--- src/rtl/sdclk_pkg.sv ---
`timescale 1ns/1ps
package sdclk_pkg;
  localparam int DIV_W = 8;
  localparam int PER_W = DIV_W + 2;

  typedef struct packed {
    logic             ext;
    logic             rd_guard;
    logic             wr_guard;
    logic             odd;
    logic [DIV_W-1:0] div;
  } mode_t;

  // Full card clock period in system clocks.
  function automatic logic [PER_W-1:0] period_of(mode_t m);
    if (m.ext)
      return {1'b0, m.div, m.odd} + PER_W'(2);
    else
      return (PER_W'(m.div) + PER_W'(1)) << 1;
  endfunction

  function automatic logic [PER_W-1:0] high_len(logic [PER_W-1:0] p);
    return (p + PER_W'(1)) >> 1;
  endfunction

  function automatic logic [PER_W-1:0] low_len(logic [PER_W-1:0] p);
    return p >> 1;
  endfunction
endpackage

--- src/rtl/sdclk_ctrl.sv ---
`timescale 1ns/1ps
module sdclk_ctrl
  import sdclk_pkg::*;
(
  input  logic  clk,
  input  logic  rst_n,
  input  logic  en_stb,
  input  logic  dis_stb,
  input  logic  srst_stb,
  input  logic  mode_we,
  input  mode_t mode_in,
  output logic  en_q,
  output mode_t mode_q
);
  always_ff @(posedge clk or negedge rst_n) begin
    if (!rst_n) begin
      en_q   <= 1'b0;
      mode_q <= '0;
    end else if (srst_stb) begin
      en_q   <= 1'b0;
      mode_q <= '0;
    end else begin
      if (dis_stb)     en_q <= 1'b0;
      else if (en_stb) en_q <= 1'b1;
      if (mode_we)     mode_q <= mode_in;
    end
  end
endmodule

--- src/rtl/sdclk_stall.sv ---
`timescale 1ns/1ps
module sdclk_stall
  import sdclk_pkg::*;
(
  input  logic  en_q,
  input  mode_t mode_q,
  input  logic  rx_full,
  input  logic  tx_empty,
  output logic  stall,
  output logic  active
);
  localparam int NGUARD = 2;
  logic [NGUARD-1:0] guard_en, guard_cond, guard_hit;

  assign guard_en   = {mode_q.wr_guard, mode_q.rd_guard};
  assign guard_cond = {tx_empty, rx_full};

  for (genvar g = 0; g < NGUARD; g++) begin : g_guard
    assign guard_hit[g] = guard_en[g] & guard_cond[g];
  end

  assign stall  = en_q & (|guard_hit);
  assign active = en_q & ~(|guard_hit);
endmodule

--- src/rtl/sdclk_div.sv ---
`timescale 1ns/1ps
module sdclk_div
  import sdclk_pkg::*;
(
  input  logic             clk,
  input  logic             rst_n,
  input  logic             srst_stb,
  input  logic             run,
  input  logic             stall,
  input  mode_t            mode_q,
  output logic             card_clk,
  output logic             rise,
  output logic [PER_W-1:0] cur_h,
  output logic [PER_W-1:0] cur_l
);
  logic             lvl_q;
  logic [PER_W-1:0] cnt_q, cur_h_q, cur_l_q;
  logic [PER_W-1:0] new_per;
  logic             hi_done, lo_done, idle;

  assign new_per = period_of(mode_q);
  assign hi_done = lvl_q && (cnt_q == cur_h_q - PER_W'(1));
  assign idle    = !lvl_q && !run;
  assign lo_done = !lvl_q && run && !stall && (cnt_q == cur_l_q - PER_W'(1));
  assign rise    = lo_done;

  always_ff @(posedge clk or negedge rst_n) begin
    if (!rst_n) begin
      lvl_q   <= 1'b0;
      cnt_q   <= '0;
      cur_h_q <= PER_W'(1);
      cur_l_q <= PER_W'(1);
    end else if (srst_stb) begin
      lvl_q   <= 1'b0;
      cnt_q   <= '0;
      cur_h_q <= PER_W'(1);
      cur_l_q <= PER_W'(1);
    end else if (lvl_q) begin
      if (hi_done) begin
        lvl_q <= 1'b0;
        cnt_q <= '0;
      end else begin
        cnt_q <= cnt_q + PER_W'(1);
      end
    end else if (idle) begin
      cnt_q   <= '0;
      cur_h_q <= high_len(new_per);
      cur_l_q <= low_len(new_per);
    end else if (stall) begin
      cnt_q <= cnt_q;
    end else if (lo_done) begin
      lvl_q   <= 1'b1;
      cnt_q   <= '0;
      cur_h_q <= high_len(new_per);
      cur_l_q <= low_len(new_per);
    end else begin
      cnt_q <= cnt_q + PER_W'(1);
    end
  end

  assign card_clk = lvl_q;
  assign cur_h    = cur_h_q;
  assign cur_l    = cur_l_q;
endmodule

--- src/rtl/sdclk_gen.sv ---
`timescale 1ns/1ps
module sdclk_gen
  import sdclk_pkg::*;
(
  input  logic             clk,
  input  logic             rst_n,
  input  logic             ctl_en_stb,
  input  logic             ctl_dis_stb,
  input  logic             ctl_srst_stb,
  input  logic             mode_we,
  input  logic [DIV_W-1:0] mode_div,
  input  logic             mode_odd,
  input  logic             mode_ext,
  input  logic             mode_rd_guard,
  input  logic             mode_wr_guard,
  input  logic             rx_full,
  input  logic             tx_empty,
  output logic             card_clk,
  output logic             clk_active
);
  mode_t            mode_in, mode_q;
  logic             en_q, stall, rise;
  logic [PER_W-1:0] cur_h, cur_l;

  assign mode_in = '{ext: mode_ext, rd_guard: mode_rd_guard,
                     wr_guard: mode_wr_guard, odd: mode_odd, div: mode_div};

  sdclk_ctrl u_ctrl (
    .clk(clk), .rst_n(rst_n), .en_stb(ctl_en_stb), .dis_stb(ctl_dis_stb),
    .srst_stb(ctl_srst_stb), .mode_we(mode_we), .mode_in(mode_in),
    .en_q(en_q), .mode_q(mode_q)
  );

  sdclk_stall u_stall (
    .en_q(en_q), .mode_q(mode_q), .rx_full(rx_full), .tx_empty(tx_empty),
    .stall(stall), .active(clk_active)
  );

  sdclk_div u_div (
    .clk(clk), .rst_n(rst_n), .srst_stb(ctl_srst_stb), .run(en_q),
    .stall(stall), .mode_q(mode_q), .card_clk(card_clk), .rise(rise),
    .cur_h(cur_h), .cur_l(cur_l)
  );
endmodule

--- config.mk ---
export PLATFORM = sky130hd
export DESIGN_NAME = sdclk_gen
export DESIGN_NICKNAME = d
export VERILOG_FILES = /design/src/rtl/sdclk_pkg.sv /design/src/rtl/sdclk_ctrl.sv /design/src/rtl/sdclk_stall.sv /design/src/rtl/sdclk_div.sv /design/src/rtl/sdclk_gen.sv
export SDC_FILE = /design/constraint.sdc
export NUM_CORES = 1
export LEC_CHECK = 0
export ABC_AREA = 1
export BUFFER_PORTS_ARGS = -buffer_cell sky130_fd_sc_hd__buf_2
export CAP_MARGIN = 5
export CORE_ASPECT_RATIO = 0.8
export CORE_MARGIN = 10
export CORE_UTILIZATION = 61
export CTS_CLUSTER_SIZE = 12
export DETAILED_ROUTE_END_ITERATION = 10
export PLACE_DENSITY = 0.9
export SKIP_CTS_REPAIR_TIMING = 1
export SYNTH_ARGS = -nofsm -noshare
export SYNTH_HDL_FRONTEND = slang
export SYNTH_SLANG_ARGS = --single-unit
--- constraint.sdc ---
create_clock -name clk -period 2.6 [get_ports clk]
set_clock_uncertainty 0.15 [all_clocks]
set_input_delay 0.26 -clock clk [delete_from_list [all_inputs] [get_ports clk]]
set_output_delay 0.26 -clock clk [all_outputs]
set_load 0.005 [all_outputs]
Word-level counts from Yosys, hierarchy flattened
Index checks and enable logic that the tools add are counted.

Output and inout bits: 2. Register bits after elaboration: 44. Logic and storage cells: 67. Input bits: 20.

Muxes and demuxes: 28. Equal/unequal tests: 5. Reduce and logical (&&, ||, !) cells: 13. Add/subtract/negate cells: 6. Bitwise operators: 5.

Operator list (number): $mux W10 (17); $mux W12 (2); $add A10 B1 Y10 const B (2); $eq A10 B10 Y1 (2); $sub A10 B1 Y10 const B (2); $add A9 B2 Y10 const B (1); $add A8 B1 Y9 const B (1); $mux W1 (9); $reduce_bool A3 Y1 (2); $logic_and A1 B1 Y1 (5); $and A1 B1 Y1 (4); $ne A4 B4 Y1 const B (1); $logic_not A1 Y1 (3); $ne A3 B3 Y1 const B (1); $reduce_and A3 Y1 (1); $ne A2 B2 Y1 const B (1); $reduce_bool A2 Y1 (1); $reduce_or A2 Y1 (1); $not A1 Y1 (1).

Logic depth before layout (Yosys ltp)
Depth in word-level cells: 11. Gate-level depth with buffers: 15. Mapped depth without buffers: 15.

Hierarchy
Synthesis repeated with hierarchy kept, for this count alone.

Cells, all modules: 491. Area, all modules: 3179.3 um^2.

By module, submodules not included: sdclk_div (seq. area each 728.2 um^2, cells each 427, area an instance 2612.5 um^2, times used 1); sdclk_ctrl (seq. area each 325.3 um^2, cells each 58, area an instance 531.8 um^2, times used 1); sdclk_stall (seq. area each 0.0 um^2, cells each 6, area an instance 35.0 um^2, times used 1).

Least setup slack after synthesis
OpenSTA, ideal clock, no wires.

Kind: register to register. From: reg u_div.cur_l_q[0], in the netlist u_div.cur_l[0]. To: reg u_div.cur_h_q[1], in the netlist u_div.cur_h[1]. Stages on the path, launching flop included: 12. Path slack: 521 ps. Period minus slack after synthesis: 2079 ps. Data required time: 2333 ps. Setup time: 117 ps. Buffers on the path: 1. Arrival time: 1812 ps. Cell sequence: dfstp_2 > inv_2 > ha_1 > nand2_1 > inv_1 > nor2_1 > nand3_1 > nor2_1 > nand4_4 > buf_4 > nand3_1 > nand2_1.

Word-level cells in the longest chain between the ends: 5.

Ends and longest elaborated chain: start, declared (RTL line sdclk_div.sv:17) `logic [PER_W-1:0] cnt_q, cur_h_q, cur_l_q;`; start signal, assigned (RTL line sdclk_div.sv:48) `cur_l_q <= low_len(new_per);`; start signal, assigned (RTL line sdclk_div.sv:55) `cur_l_q <= low_len(new_per);`; $sub A10 B1 Y10 (RTL line sdclk_div.sv:24) `assign lo_done = !lvl_q && run && !stall && (cnt_q == cur_l_q - PER_W'(1));`; $eq A10 B10 Y1 (RTL line sdclk_div.sv:24); $logic_and A1 B1 Y1 (RTL line sdclk_div.sv:24); $reduce_bool A3 Y1 (no source line); $reduce_and A3 Y1 (no source line); end signal, assigned (RTL line sdclk_div.sv:47) `cur_h_q <= high_len(new_per);`; end signal, assigned (RTL line sdclk_div.sv:54) `cur_h_q <= high_len(new_per);`; end, declared (RTL line sdclk_div.sv:17).

No other way between the ends. A chain may end at the register's enable or synchronous reset.

Worst setup path after layout
From: reg u_div.cur_l_q[0], in the netlist u_div.cur_l[0]. To: reg u_div.cnt_q[5].

Word-level cells in the longest chain between the ends: 8.

Ends and longest elaborated chain: $sub A10 B1 Y10 (RTL line sdclk_div.sv:24); $eq A10 B10 Y1 (RTL line sdclk_div.sv:24); $logic_and A1 B1 Y1 (RTL line sdclk_div.sv:24); $mux W10 (RTL line sdclk_div.sv:51) `end else if (lo_done) begin`; $mux W10 (RTL line sdclk_div.sv:49) `end else if (stall) begin`; $mux W10 (RTL line sdclk_div.sv:45) `end else if (idle) begin`; $mux W10 (RTL line sdclk_div.sv:38) `end else if (lvl_q) begin`; $mux W10 (RTL line sdclk_div.sv:33) `end else if (srst_stb) begin`; end signal, assigned (RTL line sdclk_div.sv:43) `cnt_q <= cnt_q + PER_W'(1);`; end signal, assigned (RTL line sdclk_div.sv:50) `cnt_q <= cnt_q;`; end signal, assigned (RTL line sdclk_div.sv:57) `cnt_q <= cnt_q + PER_W'(1);`; end, declared (RTL line sdclk_div.sv:17).

No other way between the ends. The select of a mux whose other input is x is not followed.

==> results.toml <==
[worst_setup_path]
cp-start-kind = "flip-flop"
crit_chain = "inv_2 > ha_1 > nand2_1 > inv_1 > nor2_1 > nand3_1 > nor2_1 > nand2_1 > nor2_1 > nand3_1 > nand3_1 > nand2_1 > nand2_1 > nand2_1"
crit_required_ns = 2.63
critical_path_class = "flip-flop to flip-flop"
reg2reg_from = "u_div.cur_l[0]$_DFFE_PN1P_"
max_stage_delay_ns = 0.56
cpMostUsedCell = "nand2_1"
crit_slowest_cell = "dfstp_2"
arrival_ns = 2.43
crit_start = "u_div.cur_l[0]$_DFFE_PN1P_"
endpoint_kind = "flip-flop"
path_max_fanout = 10

[yosys]
syn-num-nets = 521
syn-instance-count = 495
ys_seq_area_share_pct = 33.7
yosys.area.top_type = "dfrtp_1"
ys_warn_count = 0
netlist_top_cells_area = "dfrtp_1 32%, nand2_1 20%, nand3_1 9.4%"
synth.distinct_cells = 32
ys.flop_type = "dfrtp_1"
synth_async_sr_flop_share_pct = 100
synth_top_area_share_pct = 32.0
synth_edf_count = 0
syn_area_sq_um = 3130
synth_seq_cells = 42
syn_area_per_cell_sq_um = 6.32

[floorplan]
initial_core_util_pct = 62.9
dieHeight_um = 84.1
core.rowCount = 23
ios = 22
coreArea_sq_um = 4980
dieArea_sq_um = 8420
die_w_um = 100

[route]
drt_pass1_iterations = 5
route.detailed.drc = 0
ant_nets = 0
vias = 3226
drt_iter0_markers = 258
wl_per_cell_um = 13.8
via_per_inst = 5.60
drt_wl_total_um = 7960

[clock_network]
clk_latency_ns = 0.30
root_buffer = "clkbuf_8"
h-tree-depth = 2
cts.path.max_buffers = 2
cts_tree = "built"
cts.clk_slew.worst_paths_ns = 0.08
cts_sinks = 42
numCtsBuffers = 5

[global_routing]
grt_pass1_wl_um = 13700
grt_overflow = 0
grt_pass1_vias = 3122
grtUsageTotal_pct = 19.2
antenna_found_initial = 0
grt_max_degree = 43

[layout]
final_cell_mix = "169 x nand2_1, 61 x nor2_1, 60 x inv_1"
multi_input_area_sq_um = 1770
regArea_sq_um = 1050
final_nets = 539
antenna_cells = 0
area.growth.synth_to_final_pct = 8.51
layout_commonest_cell = "nand2_1"
nFillCells = 409
final_core_util_pct = 68.2
stdcell_count = 576
layout-drive-gt1-share_pct = 9.14

[placement]
place_congestion = 1.01
placed_cells = 566
port_buffers = 21
hpwl_um = 6010

[sta]
timing.slew.headroom_pct = 38.3
hold_slack_ns = -0.0563
final-hold-violation-count = 40
min_period_ns = 2.40
slew_viol_final = 0
tightestPinTransition_ns = 0.925
clock.fmax_ghz = 0.417
setup_viol_count_final = 0
finalCritPeriodShare_pct = 92.1

[outcome]
status = "finished, violations left"
violations = "hold timing"

[power]
power.density_nw_per_um2 = 449
leakage_nw = 1.82
ir_drop_uv = 258

[worst_hold_path]
hp-class = "input port to asynchronous set/reset pin"

[flow_run]
maxCapViolCount = 0
==> per-stage QoR <==
step	worst slack (ns)	setup TNS, ns	hold WS (ns)	instance area (sq um)	total power, mW
floorplan	0.521	0	-0.186	3130	0.931
global placement	0.271	0	0.271	3250	1.00
detailed placement	0.185	0	0.276	3250	1.01
CTS	0.159	0	-0.0399	3360	1.53
global route	-0.0165	-0.0622	0.0165	3400	1.61
finish	0.204	0	-0.0563	3400	1.52
==> worst paths after layout <==
check / end / slack [ns] / depth (start not counted)
worst max-delay path: u_div.cnt_q[5]$_DFFE_PN0P_ / 0.20 / 14
worst min-delay path: u_div.cur_l[6]$_DFFE_PN0P_ / -0.06 / 1
worst max register to register: u_div.cnt_q[5]$_DFFE_PN0P_ / 0.20 / 14
worst min register to register: u_div.cur_h[0]$_DFFE_PN1P_ / 0.35 / 2
max in group asynchronous: u_div.cnt_q[0]$_DFFE_PN0P_ / 1.77 / 1
min in group clk: u_ctrl.mode_q[4]$_DFFE_PN0P_ / 0.05 / 3
==> kinds of logic after synthesis <==
group,Yosys count,synth area share [%]
AND/OR/NAND/NOR,318,43.6
XOR/XNOR,16,4.48
AO/OA/AOI/OAI,35,5.72
buffers and inverters,78,10.1
flip-flops,42,33.7
adder cells (fa/ha/maj),6,2.40
==> critical path, delay by kind of cell, from the launching register on <==
family,cells,cell delay [ns]
buf+inv,2,0.10
fa+ha+maj,1,0.30
flops,1,0.56
simple gates,11,1.18
==> flip-flops by register name, indices dropped and copies added (netlist names) <==
signal and cells:
u_ctrl.mode_q 12, u_div.cur_h 9, u_ctrl.en_q 1, u_div.cur_l 9
u_div.card_clk 1, u_div.cnt_q 10
==> cells in the mapped netlist (3+ instances only) <==
master    number
nor2_1        61
dfrtp_1       40
inv_1         60
a21oi_1       12
clkbuf_1       6
nand3_1       59
xnor2_1        5
xor2_1        11
nor3_1         6
o21ai_0       22
buf_2          3
ha_1           6
nor2_2         5
nand2_1      169
nand4_1        5
==> report_power, final <==
part / internal [mW] / total (mW) / switching [mW] / leakage [nW]
registers: 0.681 / 0.717 / 0.0356 / 0.566
logic: 0.102 / 0.296 / 0.194 / 1.20
clock network: 0.288 / 0.512 / 0.225 / 0.0524
total: 1.07 / 1.52 / 0.455 / 1.82
==> routing by layer <==
metal	global-route usage [%]	vias to the layer above	share of wire, %
met2	30.9	116	47
met3	3.39	29	6.6
li1	-	1586	-
met5	0	-	0
met4	7.95	0	2.5
met1	24.5	1495	44
==> layout make-up <==
cell class / instances / area share [%]
flip-flops and latches: 42 / 31.0
clock inverters: 1 / 0.884
repair buffers: 25 / 4.42
well taps: 62 / 2.28
inverters: 64 / 7.07
clock buffers: 7 / 2.25
multi-input cells: 375 / 52.1
Note: power is estimated with default switching activity, not from simulation.
